`src/rtl/pbg_pkg.sv`:
```
package pbg_pkg;

   typedef enum logic {
      PBG_IDLE = 1'b0,
      PBG_RUN  = 1'b1
   } pbg_state_e;

   // Width of a counter able to hold 2^(2^exp_w - 1) - 1
   function automatic int presc_width(input int exp_w);
      return (1 << exp_w) - 1;
   endfunction

endpackage

```
`src/rtl/pbg_tick_sel.sv`:
```
module pbg_tick_sel (
   input  logic tick_prim,
   input  logic tick_aux,
   input  logic sel_aux,
   input  logic enable,
   output logic tick
);

   always_comb begin
      tick = enable & (sel_aux ? tick_aux : tick_prim);
   end

endmodule

```
`src/rtl/pbg_prescaler.sv`:
```
module pbg_prescaler #(
   parameter int EXP_W = 3
) (
   input  logic             clk,
   input  logic             rst_n,
   input  logic             clr,
   input  logic             tick,
   input  logic [EXP_W-1:0] exp_sel,
   output logic             div_pulse
);

   localparam int CNT_W = pbg_pkg::presc_width(EXP_W);

   if (EXP_W < 1 || EXP_W > 5) begin : g_bad_exp_w
      $error("pbg_prescaler: EXP_W must lie in 1..5");
   end

   logic [CNT_W-1:0] cnt;
   logic [CNT_W-1:0] limit;

   // Terminal value has its lowest exp_sel bits set
   for (genvar i = 0; i < CNT_W; i++) begin : g_limit
      assign limit[i] = (i < int'(exp_sel));
   end

   assign div_pulse = tick && (cnt == limit);

   always_ff @(posedge clk or negedge rst_n) begin
      if (!rst_n) begin
         cnt <= '0;
      end else if (clr) begin
         cnt <= '0;
      end else if (tick) begin
         cnt <= div_pulse ? '0 : cnt + 1'b1;
      end
   end


   cnt_in_range_chk: assert property (@(posedge clk) disable iff (!rst_n)
      cnt <= limit);


   div_needs_tick_chk: assert property (@(posedge clk) disable iff (!rst_n)
      div_pulse |-> tick);


   clr_zero_chk: assert property (@(posedge clk) disable iff (!rst_n)
      clr |=> (cnt == '0));

endmodule

```
`src/rtl/pbg_burst_ctrl.sv`:
```
module pbg_burst_ctrl #(
   parameter int EXP_W = 3,
   parameter int LEN_W = 8
) (
   input  logic             clk,
   input  logic             rst_n,
   input  logic             start,
   input  logic [EXP_W-1:0] cfg_exp,
   input  logic             cfg_src,
   input  logic [LEN_W-1:0] cfg_len,
   input  logic             div_pulse,
   output logic [EXP_W-1:0] run_exp,
   output logic             run_src,
   output logic             presc_clr,
   output logic             busy,
   output logic             done,
   output logic             pulse_out
);

   import pbg_pkg::*;

   if (LEN_W < 1 || LEN_W > 16) begin : g_bad_len_w
      $error("pbg_burst_ctrl: LEN_W must lie in 1..16");
   end

   pbg_state_e       state;
   logic [LEN_W-1:0] len_q;
   logic [LEN_W-1:0] pulse_cnt;
   logic             accept;

   assign busy      = (state == PBG_RUN);
   assign accept    = start && !busy;
   assign presc_clr = accept;

   always_ff @(posedge clk or negedge rst_n) begin
      if (!rst_n) begin
         state     <= PBG_IDLE;
         run_exp   <= '0;
         run_src   <= 1'b0;
         len_q     <= '0;
         pulse_cnt <= '0;
         pulse_out <= 1'b0;
         done      <= 1'b0;
      end else begin
         done <= 1'b0;
         if (accept) begin
            state     <= PBG_RUN;
            run_exp   <= cfg_exp;
            run_src   <= cfg_src;
            len_q     <= cfg_len;
            pulse_cnt <= '0;
            pulse_out <= 1'b0;
         end else if (busy && div_pulse) begin
            if (!pulse_out) begin
               pulse_out <= 1'b1;
            end else begin
               pulse_out <= 1'b0;
               if (pulse_cnt == len_q) begin
                  state <= PBG_IDLE;
                  done  <= 1'b1;
               end else begin
                  pulse_cnt <= pulse_cnt + 1'b1;
               end
            end
         end
      end
   end


   idle_low_chk: assert property (@(posedge clk) disable iff (!rst_n)
      !busy |-> !pulse_out);


   done_single_chk: assert property (@(posedge clk) disable iff (!rst_n)
      done |=> !done);


   done_idle_chk: assert property (@(posedge clk) disable iff (!rst_n)
      done |-> !busy);


   count_bound_chk: assert property (@(posedge clk) disable iff (!rst_n)
      busy |-> (pulse_cnt <= len_q));


   cfg_frozen_chk: assert property (@(posedge clk) disable iff (!rst_n)
      busy |=> ($stable(len_q) && $stable(run_exp) && $stable(run_src)));


   hold_chk: assert property (@(posedge clk) disable iff (!rst_n)
      (busy && !div_pulse) |=> ($stable(pulse_out) && $stable(pulse_cnt)));


   start_low_chk: assert property (@(posedge clk) disable iff (!rst_n)
      $rose(busy) |-> !pulse_out);

endmodule

```
`src/rtl/pulse_burst_gen.sv`:
```
module pulse_burst_gen #(
   parameter int EXP_W = 3,
   parameter int LEN_W = 8
) (
   input  logic             clk,
   input  logic             rst_n,
   input  logic [EXP_W-1:0] cfg_div_exp,
   input  logic             cfg_src_sel,
   input  logic [LEN_W-1:0] cfg_burst_len,
   input  logic             tick_prim,
   input  logic             tick_aux,
   input  logic             start,
   output logic             busy,
   output logic             done,
   output logic             burst_out
);

   logic [EXP_W-1:0] run_exp;
   logic             run_src;
   logic             presc_clr;
   logic             sel_tick;
   logic             div_pulse;

   pbg_tick_sel u_sel (
      .tick_prim (tick_prim),
      .tick_aux  (tick_aux),
      .sel_aux   (run_src),
      .enable    (busy),
      .tick      (sel_tick)
   );

   pbg_prescaler #(.EXP_W(EXP_W)) u_presc (
      .clk       (clk),
      .rst_n     (rst_n),
      .clr       (presc_clr),
      .tick      (sel_tick),
      .exp_sel   (run_exp),
      .div_pulse (div_pulse)
   );

   pbg_burst_ctrl #(.EXP_W(EXP_W), .LEN_W(LEN_W)) u_ctrl (
      .clk       (clk),
      .rst_n     (rst_n),
      .start     (start),
      .cfg_exp   (cfg_div_exp),
      .cfg_src   (cfg_src_sel),
      .cfg_len   (cfg_burst_len),
      .div_pulse (div_pulse),
      .run_exp   (run_exp),
      .run_src   (run_src),
      .presc_clr (presc_clr),
      .busy      (busy),
      .done      (done),
      .pulse_out (burst_out)
   );

endmodule

```
`config.mk`:
```
export PLATFORM = sky130hd
export DESIGN_NAME = pulse_burst_gen
export DESIGN_NICKNAME = d
export VERILOG_FILES = /design/src/rtl/pbg_pkg.sv /design/src/rtl/pbg_tick_sel.sv /design/src/rtl/pbg_prescaler.sv /design/src/rtl/pbg_burst_ctrl.sv /design/src/rtl/pulse_burst_gen.sv
export SDC_FILE = /design/constraint.sdc
export NUM_CORES = 1
export LEC_CHECK = 0
export ABC_AREA = 1
export CAP_MARGIN = 20
export CORE_MARGIN = 2
export CORE_UTILIZATION = 50
export DETAILED_ROUTE_END_ITERATION = 10
export GPL_ROUTABILITY_DRIVEN = 0
export GPL_TIMING_DRIVEN = 0
export HOLD_SLACK_MARGIN = 0.1
export PLACE_DENSITY = 0.75
export SETUP_SLACK_MARGIN = 0.05
export SLEW_MARGIN = 20
export SYNTH_ARGS = -nofsm -noshare
export SYNTH_HDL_FRONTEND = slang
export SYNTH_SLANG_ARGS = --single-unit
```
`constraint.sdc`:
```
create_clock -name clk -period 1.4 [get_ports clk]
set_input_delay 0.28 -clock clk [delete_from_list [all_inputs] [get_ports clk]]
set_output_delay 0.28 -clock clk [all_outputs]
set_load 0.05 [all_outputs]
```
# --- Word-level counts from Yosys, hierarchy flattened ---
# Cells that the tools add are included.
# Widths: inputs -> output; s select.
totals:
  register_bits: 30
  latchBits: 0
  mem_bits_rw: 0
  romBits: 0
  out_inout_bits: 3
  wordCells: 50
  mem_count: 0
op_classes:
  n_addsub: 2
  multipliers: 0
  n_div: 0
  magnitude_cmp: 7
  n_eq_ne: 3
  shift: 0
  mux: 19
  bitwise_logic: 1
  reduce_logical: 10
ops:
  columns: ["cell", "n"]
  rows:
  - ["$mux 8", 4]
  - ["$mux 7", 3]
  - ["$mux 1", 12]
  - ["$lt 3x3->1 const A", 3]
  - ["$add 8x1->8 const B", 1]
  - ["$eq 8x8->1", 1]
  - ["$reduce_bool 2->1", 4]
  - ["$add 7x1->7 const B", 1]
  - ["$eq 7x7->1", 1]
  - ["$lt 1x3->1 const A", 2]
  - ["$lt 2x3->1 const A", 2]
  - ["$reduce_and 3->1", 2]
  - ["$logic_and 1x1->1", 3]
  - ["$ne 2x2->1 const B", 1]
  - ["$and 1x1->1", 1]
  - ["$logic_not 1->1", 1]

# --- Logic depth before layout (Yosys ltp) ---
depth:
  ltp_word: 6
  depth_mapped: 12

# --- By module ---
# A second synthesis with hierarchy kept.
hier_totals:
  cells_unflattened: 287
  hier_area_um2: 1978.1
by_module_without_submodules:
  columns: ["mod", "n_inst", "cells_each", "area_per_inst_um2"]
  rows:
  - ["pbg_burst_ctrl", 1, 180, 1370.1]
  - ["pbg_prescaler", 1, 102, 586.8]
  - ["pbg_tick_sel", 1, 5, 21.3]

# --- Worst setup path before layout ---
# No wires, ideal clock.
synth_path:
  path_type: "flip-flop to flip-flop"
  from: "reg u_ctrl.state (netlist: u_ctrl.busy)"
  to: "reg u_ctrl.pulse_cnt[4]"
  setup_time_ps: 66
  t_arrival_ps: 1564
  required_time_ps: 1334
  slack_ps: -230
  path_stages_with_launch: 7
  path_cell_list: "dfrtp_1 -> inv_1 -> nand2_2 -> clkinv_1 -> nor3b_1 -> nand4_1 -> nand2_1"
synth_between:
  elab_chain_cells: 5
  elab_cells_between_ends: 10
  cone_classes: "1 x eq/ne; 1 x mux; 1 x bitwise; 7 x reduce/logical"
synth_lines:
  columns: ["element", "line_no", "rtl"]
  rows:
  - ["start, declared", "pbg_burst_ctrl.sv:26", "pbg_state_e state;"]
  - ["start signal, assigned", "pbg_burst_ctrl.sv:37", "state <= PBG_IDLE;"]
  - ["start signal, assigned", "pbg_burst_ctrl.sv:47", "state <= PBG_RUN;"]
  - ["start signal, assigned", "pbg_burst_ctrl.sv:59", "state <= PBG_IDLE;"]
  - ["$and 1x1->1", "pbg_tick_sel.sv:10", "tick = enable & (sel_aux ? tick_aux : tick_prim);"]
  - ["$logic_and 1x1->1", "pbg_prescaler.sv:26", "assign div_pulse = tick && (cnt == limit);"]
  - ["$logic_and 1x1->1", "pbg_burst_ctrl.sv:53", "end else if (busy && div_pulse) begin"]
  - ["$reduce_bool 2->1 (no line)", null, null]
  - ["$reduce_and 3->1 (no line)", null, null]
  - ["end signal, assigned", "pbg_burst_ctrl.sv:62", "pulse_cnt <= pulse_cnt + 1'b1;"]
  - ["end, declared", "pbg_burst_ctrl.sv:28", "logic [LEN_W-1:0] pulse_cnt;"]
# Parallel ways exist; a longest one is shown, timed or not.
# A chain may end at the register's enable or synchronous reset.

# --- Worst setup path in the final report ---
layout_path:
  from: "reg u_ctrl.run_exp[2]"
  to: "reg u_ctrl.pulse_cnt[6]"
layout_between:
  elab_chain_cells: 6
  elab_cells_between_ends: 12
  cone_classes: "7 x order compare; 1 x eq/ne; 4 x reduce/logical"
layout_lines:
  columns: ["element", "line_no", "rtl"]
  rows:
  - ["start, declared", "pbg_burst_ctrl.sv:12", "output logic [EXP_W-1:0] run_exp,"]
  - ["start signal, assigned", "pbg_burst_ctrl.sv:48", "run_exp <= cfg_exp;"]
  - ["$lt 1x3->1, or another cell as far along", "pbg_prescaler.sv:23", "assign limit[i] = (i < int'(exp_sel));"]
  - ["$eq 7x7->1 *", "pbg_prescaler.sv:26", null]
  - ["$logic_and 1x1->1 *", "pbg_prescaler.sv:26", null]
  - ["$logic_and 1x1->1 *", "pbg_burst_ctrl.sv:53", null]
  - ["$reduce_bool 2->1 (no line) *", null, null]
  - ["$reduce_and 3->1 (no line) *", null, null]
# Mark *: on every way between the ends. The rest lies on a longest branch, timed or not.

==> impl_results.md <==
* PwrDens at 1230 nW/µm²
* Clock transition at path regs at 110 ps
* Sequential-to-total area share from yosys stat at 42.2%
* Syn Inst Count at 239
* Worst Path Max Fanout at 8
* Initial core utilization at 52.5%
* Vias in the first global route at 1588
* Row count at 21
* Maxcap violations at 0
* PnR worst setup slack at -141 ps
* Storage element area at 752 µm²
* Synth top area share at 42.2%
* Crit path buffers/inverters at 2
* Die area at 4050 µm²
* Post-DR wirelength/cell at 11.8 µm
* Failing checks: setup timing
* Antenna Cells at 0
* Nets@finish at 288
* Final setup viols at 18
* Status: finished, violations left
* RSZ-0062 raised after global routing: yes
* Final hold vios at 0
* Worst-Margin Slew at 669 ps
* CTS Sinks at 30
* Hold WS at 461 ps
* Root buf cell: clkbuf_4
* Core area at 3390 µm²
* GRT overflow at 0
* Synth warn at 0
* Post-route ant nets at 0
* Die H at 63.7 µm
* Largest net degree at the start of global routing at 31
* Gr usage total at 21.5%
* Synthesis-to-finish area growth at 21.4%
* 1st-pass router iterations at 4
* Filler cells at 295
* Slew Viols, Final at 0
* Period utilization at 110%
* EDFF count, synth at 0
* CP arrival at 1770 ps
* Post-Synthesis Net Count at 258
* Synth cell types at 32
* DRT Wirelength at 3740 µm
* Critical-path top delay cell: dfrtp_1
* Cell family with most CP delay: simple AND/OR/NAND/NOR gates
* CTS tree: built
* Synth area leaders: dfrtp_1 (42%), nand2_1 (18%), inv_1 (4.9%)
* Area of the multi-input gates at 928 µm²
* Worst path most repeated cell: nand2_1
* Max clock buf depth at 2
* DRT iter0 DRCs at 92
* Top post-synthesis cells by count: nand2_1 (84), dfrtp_1 (30), inv_1 (23)
* Async SR Flop Fraction at 100%
* Num CTS Buffers at 5
* Worst skew pair latency at 340 ps
* CP endpoint kind: flop
* Worst path cell trace: buf_6 > inv_2 > nand2_1 > nand2_1 > nand3_1 > nor2_2 > nand3_2 > nand2_4 > nand3_4 > nand2_1 > nand2_1
* Slowest stage delay, CP at 390 ps
* Setup TNS at -1690 ps
* Post-synthesis cell area at 1780 µm²
* Clock skew at 11.1 ps
* Pleak at 0.00107 µW
* Max-slew headroom at 55.4%
* Die span in x at 63.7 µm
* Ratio of cells with drive above 1 in the final layout at 18.5%
* I/O Pins at 20
* DRC at 0
* Total number of vias at 1600
* Critical path class: flop to flop
* FMAX at 649 MHz
* Maximum vdd drop at 0.923 mV
* Min-Delay Path Class: input port to flop
* Startpoint Class: flop
* Most common cell in the netlist: nand2_1
* Largest area contributor in the netlist: dfrtp_1
* CP required at 1630 ps
* Antenna violations before repair at 0
* Port bufs at 19
* First-pass GRT wire length at 6720 µm
* Htree depth at 2
* Syn avg cell area at 7.44 µm²
* Yosys reg bits at 30
* Vias per Instance at 5.06
* Top_reg_cell synth: dfrtp_1
* Estimated wirelength of the detail-placed design at 2660 µm
* Final Critical Period at 1540 ps
[layout make-up]
cell class	count	area share [%]
buffer	5	2.55
clock buffer	6	2.38
clock inverter	2	0.579
inverter	26	4.63
multi-input combinational	178	43.0
sequential	30	34.8
tap	46	2.67
timing repair buffer	23	9.39
[state kept, by name, summed over array words and instances (netlist names)]
name	cells
u_ctrl.len_q	8
u_ctrl.pulse_cnt	8
u_presc.cnt	7
u_ctrl.run_exp	3
u_ctrl.busy	1
u_ctrl.done	1
u_ctrl.pulse_out	1
u_ctrl.run_src	1
[cells in the final DEF, fill, tap and decap left out, drive strengths merged, types with 3 or more instances in the layout]
cell type	instances
nand2	88
or2	5
nor2	25
nand4	12
xor2	5
dfrtp	30
nor3	3
nand3	20
clkdlybuf4s50	15
clkbuf	6
inv	26
buf	12
o21ai	11
[path summary, 6_finish.rpt]
path | startpoint | to | slack [ps] | depth (start not counted)
setup / recovery | u_ctrl.run_exp[2] | u_ctrl.pulse_cnt[6] | -140 | 11
hold / removal | cfg_burst_len[7] | u_ctrl.len_q[7] | 460 | 3
setup reg to reg | u_ctrl.run_exp[2] | u_ctrl.pulse_cnt[6] | -140 | 11
hold reg to reg | u_ctrl.len_q[1] | u_ctrl.len_q[1] | 520 | 2
max in group asynchronous | rst_n | u_ctrl.busy | 420 | 2
min in group asynchronous | rst_n | u_ctrl.len_q[0] | 490 | 2
[power breakdown]
part / total, µW / leakage [µW] / internal, µW / switching (µW)
clock network: 573 / 0.0000343 / 241 / 332
logic: 889 / 0.000660 / 359 / 530
registers: 1190 / 0.000373 / 1020 / 167
[per-stage QoR]
| step | util (%) | setup WS, ps | total power (µW) | cells | instance area, µm² |
|---|---|---|---|---|---|
| floorplan | - | -3.43 | 1820 | 239 | 1790 |
| global placement | 60.0 | -601 | 2050 | 304 | 2030 |
| detailed placement | 59.9 | -535 | 2070 | 304 | 2030 |
| CTS | 62.7 | -138 | 2640 | 314 | 2120 |
| global route | 63.7 | -280 | 2880 | 316 | 2160 |
| finish | 63.7 | -141 | 2650 | 316 | 2160 |
[worst reg2reg max path: cells and delay by family (launching register included)]
kind	cells	cell delay, ps
and+or+nand+nor	9	830
DFF	1	390
buffers and inverters	2	210
[per-layer routing]
layer	vias up	GRT usage [%]	share of wire, %	wire, µm
li1	820	-	-	-
met4	0	8.42	1.1	41
met5	-	0	0	0
met2	30	36.4	48	1810
met3	6	7.50	4.5	169
met1	744	24.9	46	1720
[what timing repair did]
action,in CTS,in global routing
pin swaps,7,7
endpoints found under the hold margin,30,0
setup endpoints to repair,32,26
buffers inserted,1,2
gates resized for setup,16,17
hold buffers,1,0
[cells by family after synthesis]
family / synth area share, %
simple gates: 40.2
xor+xnor: 3.45
compound gates: 4.36
buf+inv: 8.37
flops: 42.2
fa+ha+maj: 1.41
(Power assumes the default switching activity.)
